## config.mk

```make
export PLATFORM = sky130hd
export DESIGN_NAME = mode_banked_rf
export DESIGN_NICKNAME = d
export VERILOG_FILES = /design/src/rtl/mbrf_pkg.sv /design/src/rtl/rf_bank_map.sv /design/src/rtl/rf_storage.sv /design/src/rtl/rf_read_port.sv /design/src/rtl/mode_banked_rf.sv
export SDC_FILE = /design/constraint.sdc
export NUM_CORES = 2
export LEC_CHECK = 0
export ABC_AREA = 1
export BUFFER_PORTS_ARGS = -buffer_cell sky130_fd_sc_hd__buf_2
export CELL_PAD_IN_SITES_DETAIL_PLACEMENT = 1
export CELL_PAD_IN_SITES_GLOBAL_PLACEMENT = 1
export CORE_MARGIN = 5
export CORE_UTILIZATION = 47
export DETAILED_ROUTE_END_ITERATION = 6
export PLACE_DENSITY = 0.9
export SLEW_MARGIN = 20
export SYNTH_ARGS = -nofsm -noshare
export SYNTH_HDL_FRONTEND = slang
export SYNTH_SLANG_ARGS = --single-unit
export TNS_END_PERCENT = 1
```

## constraint.sdc

```tcl
create_clock -name clk_i -period 5.68 [get_ports clk_i]
set_input_delay 1.136 -clock clk_i [delete_from_list [all_inputs] [get_ports clk_i]]
set_output_delay 1.136 -clock clk_i [all_outputs]
set_load 0.02 [all_outputs]
```

## src/rtl/mbrf_pkg.sv

```systemverilog
package mbrf_pkg;
  localparam int ARCH_N    = 16;
  localparam int IDX_W     = $clog2(ARCH_N);
  localparam int MODE_W    = 3;
  localparam int BANK_LO   = 8;                 // first banked index
  localparam int SP_IDX    = 13;                // first per-exception index
  localparam int PC_IDX    = ARCH_N - 1;        // not stored
  localparam int EXC_SLOTS = PC_IDX - SP_IDX;   // sp + lr
  localparam int N_EXC_STD = 4;                 // irq, svc, abt, und
  localparam int FIQ_BASE  = PC_IDX;            // after shared + user banked
  localparam int EXC_BASE  = FIQ_BASE + (PC_IDX - BANK_LO);
  localparam int PHYS_N    = EXC_BASE + N_EXC_STD * EXC_SLOTS;
  localparam int PHYS_W    = $clog2(PHYS_N);

  typedef enum logic [MODE_W-1:0] {
    MODE_USR = 3'd0,
    MODE_FIQ = 3'd1,
    MODE_IRQ = 3'd2,
    MODE_SVC = 3'd3,
    MODE_ABT = 3'd4,
    MODE_UND = 3'd5
  } mode_e;
endpackage

```

## src/rtl/rf_bank_map.sv

```systemverilog
module rf_bank_map
  import mbrf_pkg::*;
(
  input  logic [MODE_W-1:0] mode_i,
  input  logic [IDX_W-1:0]  idx_i,
  output logic [PHYS_W-1:0] phys_o,
  output logic              valid_o
);
  int i;
  int p;

  always_comb begin
    i       = int'(idx_i);
    p       = i;
    valid_o = (i != PC_IDX);
    if (i == PC_IDX) begin
      p = 0;
    end else if (i >= BANK_LO) begin
      case (mode_e'(mode_i))
        MODE_FIQ: p = FIQ_BASE + i - BANK_LO;
        MODE_IRQ, MODE_SVC, MODE_ABT, MODE_UND: begin
          if (i >= SP_IDX)
            p = EXC_BASE + (int'(mode_i) - int'(MODE_IRQ)) * EXC_SLOTS + i - SP_IDX;
        end
        default: p = i;  // user and unused codes
      endcase
    end
    phys_o = PHYS_W'(p);
  end
endmodule

```

## src/rtl/rf_storage.sv

```systemverilog
module rf_storage
  import mbrf_pkg::*;
#(
  parameter int DATA_W = 32
) (
  input  logic                     clk_i,
  input  logic                     rst_ni,
  input  logic                     we_i,
  input  logic [PHYS_W-1:0]        waddr_i,
  input  logic [DATA_W-1:0]        wdata_i,
  output logic [PHYS_N*DATA_W-1:0] q_o
);
  for (genvar e = 0; e < PHYS_N; e++) begin : g_cell
    logic              sel;
    logic [DATA_W-1:0] cell_q;

    assign sel = we_i && (waddr_i == PHYS_W'(e));

    always_ff @(posedge clk_i or negedge rst_ni) begin
      if (!rst_ni)  cell_q <= '0;
      else if (sel) cell_q <= wdata_i;
    end

    assign q_o[e*DATA_W +: DATA_W] = cell_q;
  end
endmodule

```

## src/rtl/rf_read_port.sv

```systemverilog
module rf_read_port
  import mbrf_pkg::*;
#(
  parameter int DATA_W = 32
) (
  input  logic [PHYS_N*DATA_W-1:0] q_i,
  input  logic [PHYS_W-1:0]        phys_i,
  input  logic                     valid_i,
  output logic [DATA_W-1:0]        data_o
);
  always_comb begin
    data_o = '0;
    if (valid_i) data_o = q_i[int'(phys_i)*DATA_W +: DATA_W];
  end
endmodule

```

## src/rtl/mode_banked_rf.sv

```systemverilog
module mode_banked_rf
  import mbrf_pkg::*;
#(
  parameter int DATA_W = 32
) (
  input  logic              clk_i,
  input  logic              rst_ni,
  input  logic [2:0]        mode_i,
  input  logic [3:0]        ra_addr_i,
  output logic [DATA_W-1:0] ra_data_o,
  input  logic [3:0]        rb_addr_i,
  output logic [DATA_W-1:0] rb_data_o,
  input  logic              we_i,
  input  logic [3:0]        wr_addr_i,
  input  logic [DATA_W-1:0] wr_data_i
);
  localparam int NRP = 2;

  logic [PHYS_N*DATA_W-1:0] store_q;
  logic [PHYS_W-1:0]        w_phys;
  logic                     w_ok;
  logic [IDX_W-1:0]         rd_idx [NRP];
  logic [DATA_W-1:0]        rd_dat [NRP];

  rf_bank_map u_wmap (
    .mode_i  (mode_i),
    .idx_i   (wr_addr_i),
    .phys_o  (w_phys),
    .valid_o (w_ok)
  );

  rf_storage #(.DATA_W(DATA_W)) u_store (
    .clk_i   (clk_i),
    .rst_ni  (rst_ni),
    .we_i    (we_i & w_ok),
    .waddr_i (w_phys),
    .wdata_i (wr_data_i),
    .q_o     (store_q)
  );

  assign rd_idx[0] = ra_addr_i;
  assign rd_idx[1] = rb_addr_i;

  for (genvar g = 0; g < NRP; g++) begin : g_rd
    logic [PHYS_W-1:0] phys;
    logic              ok;

    rf_bank_map u_map (
      .mode_i  (mode_i),
      .idx_i   (rd_idx[g]),
      .phys_o  (phys),
      .valid_o (ok)
    );

    rf_read_port #(.DATA_W(DATA_W)) u_port (
      .q_i     (store_q),
      .phys_i  (phys),
      .valid_i (ok),
      .data_o  (rd_dat[g])
    );
  end

  assign ra_data_o = rd_dat[0];
  assign rb_data_o = rd_dat[1];
endmodule

```

==> out/results.tsv <==
stage	metric	value	unit
final_layout	fillers	14800	
clock_network	Max clock buf depth	3	
outcome	outcome	finished with violations	
final_layout	Most flops, register	u_store.g_cell.cell_q	
synth	post-synthesis cell type count	40	
final_layout	largest registers	u_store.g_cell.cell_q (960)	
critical_path	critical path, cell by cell	buf_2 > inv_2 > ha_1 > buf_4 > inv_1 > nand2_1 > inv_1 > nor2_1 > nand2_1 > nand3_1 > nand2_8 > buf_16 > nand3_1 > nand3_1 > nand3_1 > nand3_1 > a21oi_1 > buf_2	
sta	worst slew pin tran	1240	ps
critical_path	Reg-to-Reg End	u_store.g_cell[15].cell_q[21]$_DFFE_PN0P_	
drt	Via density	6.94	
critical_path	crit start category	input port	
clock_network	TritonCTS Buffers	111	
job	Max Cap Viol	0	
sta	unrepaired setup endpoints after global routing	yes	
critical_path	largest fanout on the critical path	75	
synth	yosys warns	0	
outcome	violated checks	DRC, setup timing	
drt	via count	64200	
floorplan	row cnt	126	
clock_network	CTS root buffer	clkbuf_16	
power	VDD IR max	0.303	mV
sta	Final WS setup	-27.0	ps
sta	final slew viol count	0	
drt	routed len/inst	28.5	µm
sta	worst clock skew	0	ps
synth	syn avg cell area	7.09	µm²
synth	post-synthesis sequential area ratio	42.9	%
critical_path	R2R Setup Slk	4560	ps
critical_path	r2r startpoint	u_store.g_cell[15].cell_q[21]$_DFFE_PN0P_	
critical_path	critical path buffer and inverter count	7	
global_routing	pin count of the biggest net entering global routing	142	
clock_network	CTS tree	done	
placement	Cell Area, Placed	0.0587	mm²
floorplan	die extent in y	355	µm
synth	Mapped Nets	7979	
final_layout	area growth from synthesis to layout	12.0	%
floorplan	CORE AREA	0.118	mm²
critical_path	Worst setup EP type	primary output	
final_layout	final design instance area without fill	0.0627	mm²
floorplan	Ports	114	
floorplan	die footprint	0.126	mm²
global_routing	initial antenna violation count	13	
synth	Yosys top cell area share	42.9	%
placement	detailed placement HPWL	148000	µm
sta	Slew headroom	17.5	%
final_layout	share of cells above drive strength 1	8.96	%
critical_path	Critical Setup Path Class	input port to primary output	
power	Leak	28.5	nW
sta	final setup violation count	1	
global_routing	first-pass GRT wire length	401000	µm
final_layout	max FFs per register	960	
critical_path	Reg2Reg Depth	2	
clock_network	CTS sink count	960	
clock_network	Hold-fix buffers, CTS	0	
sta	WHS	413	ps
final_layout	nets@finish	7704	
clock_network	CTS H-tree depth	3	
synth	Synth area leaders	dfrtp_1 (43%), nand3_1 (19%), nand2_1 (16%), o21ai_1 (4.6%), o21ai_0 (4.4%)	
synth	leading area contributor after synthesis	dfrtp_1	
critical_path	crit path DAT	4570	ps
clock_network	clk_lat worst skew	770	ps
sta	Final Cycle Share	100	%
sta	final hold vios	0	
min_path	HP Class	input port to async pin	
global_routing	vias in the first global route	66700	
clock_network	post-CTS setup buffers	0	
placement	pre-CTS setup slack	-156	ps
global_routing	total track usage	40.5	%
final_layout	commonest non-fill, non-tap cell in the layout	nand2_1	
floorplan	initial core utilization	47.4	%
critical_path	cell mode on critical path	nand3_1	
synth	cell count after synthesis	7892	
placement	Routability Congestion	0.882	
critical_path	slowest cell delay on critical path	320	ps
drt	DRC violations left	2	
drt	Routed WL	264000	µm
sta	fmax	0.175	GHz
placement	IO Port Bufs	113	
critical_path	CP top delay family	simple AND/OR/NAND/NOR gates	
global_routing	GRT overflow	0	
power	Power Density	410	mW/mm²
drt	DRT iter0 DRCs	8981	
drt	Pre-antenna DRT Iters	7	
final_layout	most frequent cells in the layout	nand2_1 (2,383), nand3_1 (2,130), dfrtp_1 (960)	
sta	final worst path period need	5710	ps
critical_path	Critical Path RT	4540	ps
synth	post-synthesis register bit count	960	
synth	Post-Syn Area	0.0560	mm²
drt	ANT nets after route	0	
floorplan	Die X	355	µm
critical_path	Slowest cell on crit path	a21oi_1	
clock_network	clock-pin slew on the worst setup and hold paths	60	ps
[cell usage after synthesis]
library cell	number
buf_6	1
nor4_1	1
nand2_1	2390
o21ai_1	514
a21o_1	3
nand2_4	8
inv_1	213
buf_2	345
nand3b_2	1
nor2_2	8
nand3_1	2132
nor2_1	37
buf_4	34
nand4_1	127
nand3b_4	1
fa_1	3
or2_2	1
nor2_4	14
or2_1	1
o22ai_2	1
nor3_1	1
nand3_2	4
nand2_2	32
dfrtp_1	960
xnor2_1	6
a21oi_1	73
a31oi_2	1
xor2_1	6
nand4_2	1
clkinv_1	1
o22ai_1	3
inv_2	15
o211ai_1	23
o21ai_0	496
a21oi_2	21
a32oi_4	1
clkbuf_1	319
buf_8	1
buf_1	59
ha_1	34
[area by class of cell]
class / instances / area [µm²] / share of cell area, %
Multi-Input combinational cell: 5944 / 27900 / 44.6
Sequential cell: 960 / 24000 / 38.3
Timing Repair Buffer: 371 / 4020 / 6.42
Clock buffer: 157 / 3210 / 5.13
Tap cell: 1536 / 1920 / 3.07
Inverter: 229 / 918 / 1.47
Clock inverter: 48 / 617 / 0.984
Antenna cell: 5 / 12.5 / 0.0200
[worst register-to-register path, cell delays in order, from the launching register on]
cell	delay [ps]
dfrtp_1	430
nand2_1	90
o21ai_0	320
[through the flow]
step	TNS [ps]	std cells	utilization, %	power [W]
after floorplan	0	7892	-	0.0146
after global placement	-122	9040	49.7	0.0169
after detailed placement	-156	9040	49.7	0.0175
after CTS	0	9245	53.0	0.0253
after global routing	-1290	9246	53.1	0.0267
final	-27.0	9250	53.1	0.0257
[cells by family after synthesis]
family / count (synthesis) / share of synthesized area [%]
simple gates: 4759 / 37.9
xor+xnor: 12 / 0.188
fa+ha+maj: 37 / 0.868
flops: 960 / 42.9
compound gates: 1136 / 10.5
buf+inv: 988 / 7.66
[routing by layer]
metal | part of all wire, % | vias to the layer above | global-route usage, %
li1 | - | 26000 | -
met1 | 35 | 31200 | 49.6
met2 | 43 | 5264 | 61.3
met3 | 14 | 1644 | 12.2
met4 | 8.3 | 14 | 28.5
met5 | 0.038 | - | 0
[repair_timing]
action                     CTS  global route
pin swaps                    0             4
gates resized for setup      1            27
setup endpoints to repair    1            53
cloned                       0             0
[how the worst max path moves through the flow]
stage,depth (start not counted),start,slack [ps],end
finish,18,mode_i[2],-30,rb_data_o[2]
global route,20,mode_i[2],-120,rb_data_o[9]
CTS,17,mode_i[1],70,rb_data_o[13]
detailed placement,17,mode_i[1],-160,rb_data_o[12]
global placement,17,mode_i[1],-120,rb_data_o[12]
floorplan,17,mode_i[1],630,rb_data_o[26]
[power by group]
part / total (W) / internal [W] / switching (W)
sequential: 0.0103 / 0.00867 / 0.00162
clock: 0.00771 / 0.00444 / 0.00327
combinational: 0.00766 / 0.00266 / 0.00500
total: 0.0257 / 0.0158 / 0.00989
(Power assumes the default switching activity.)
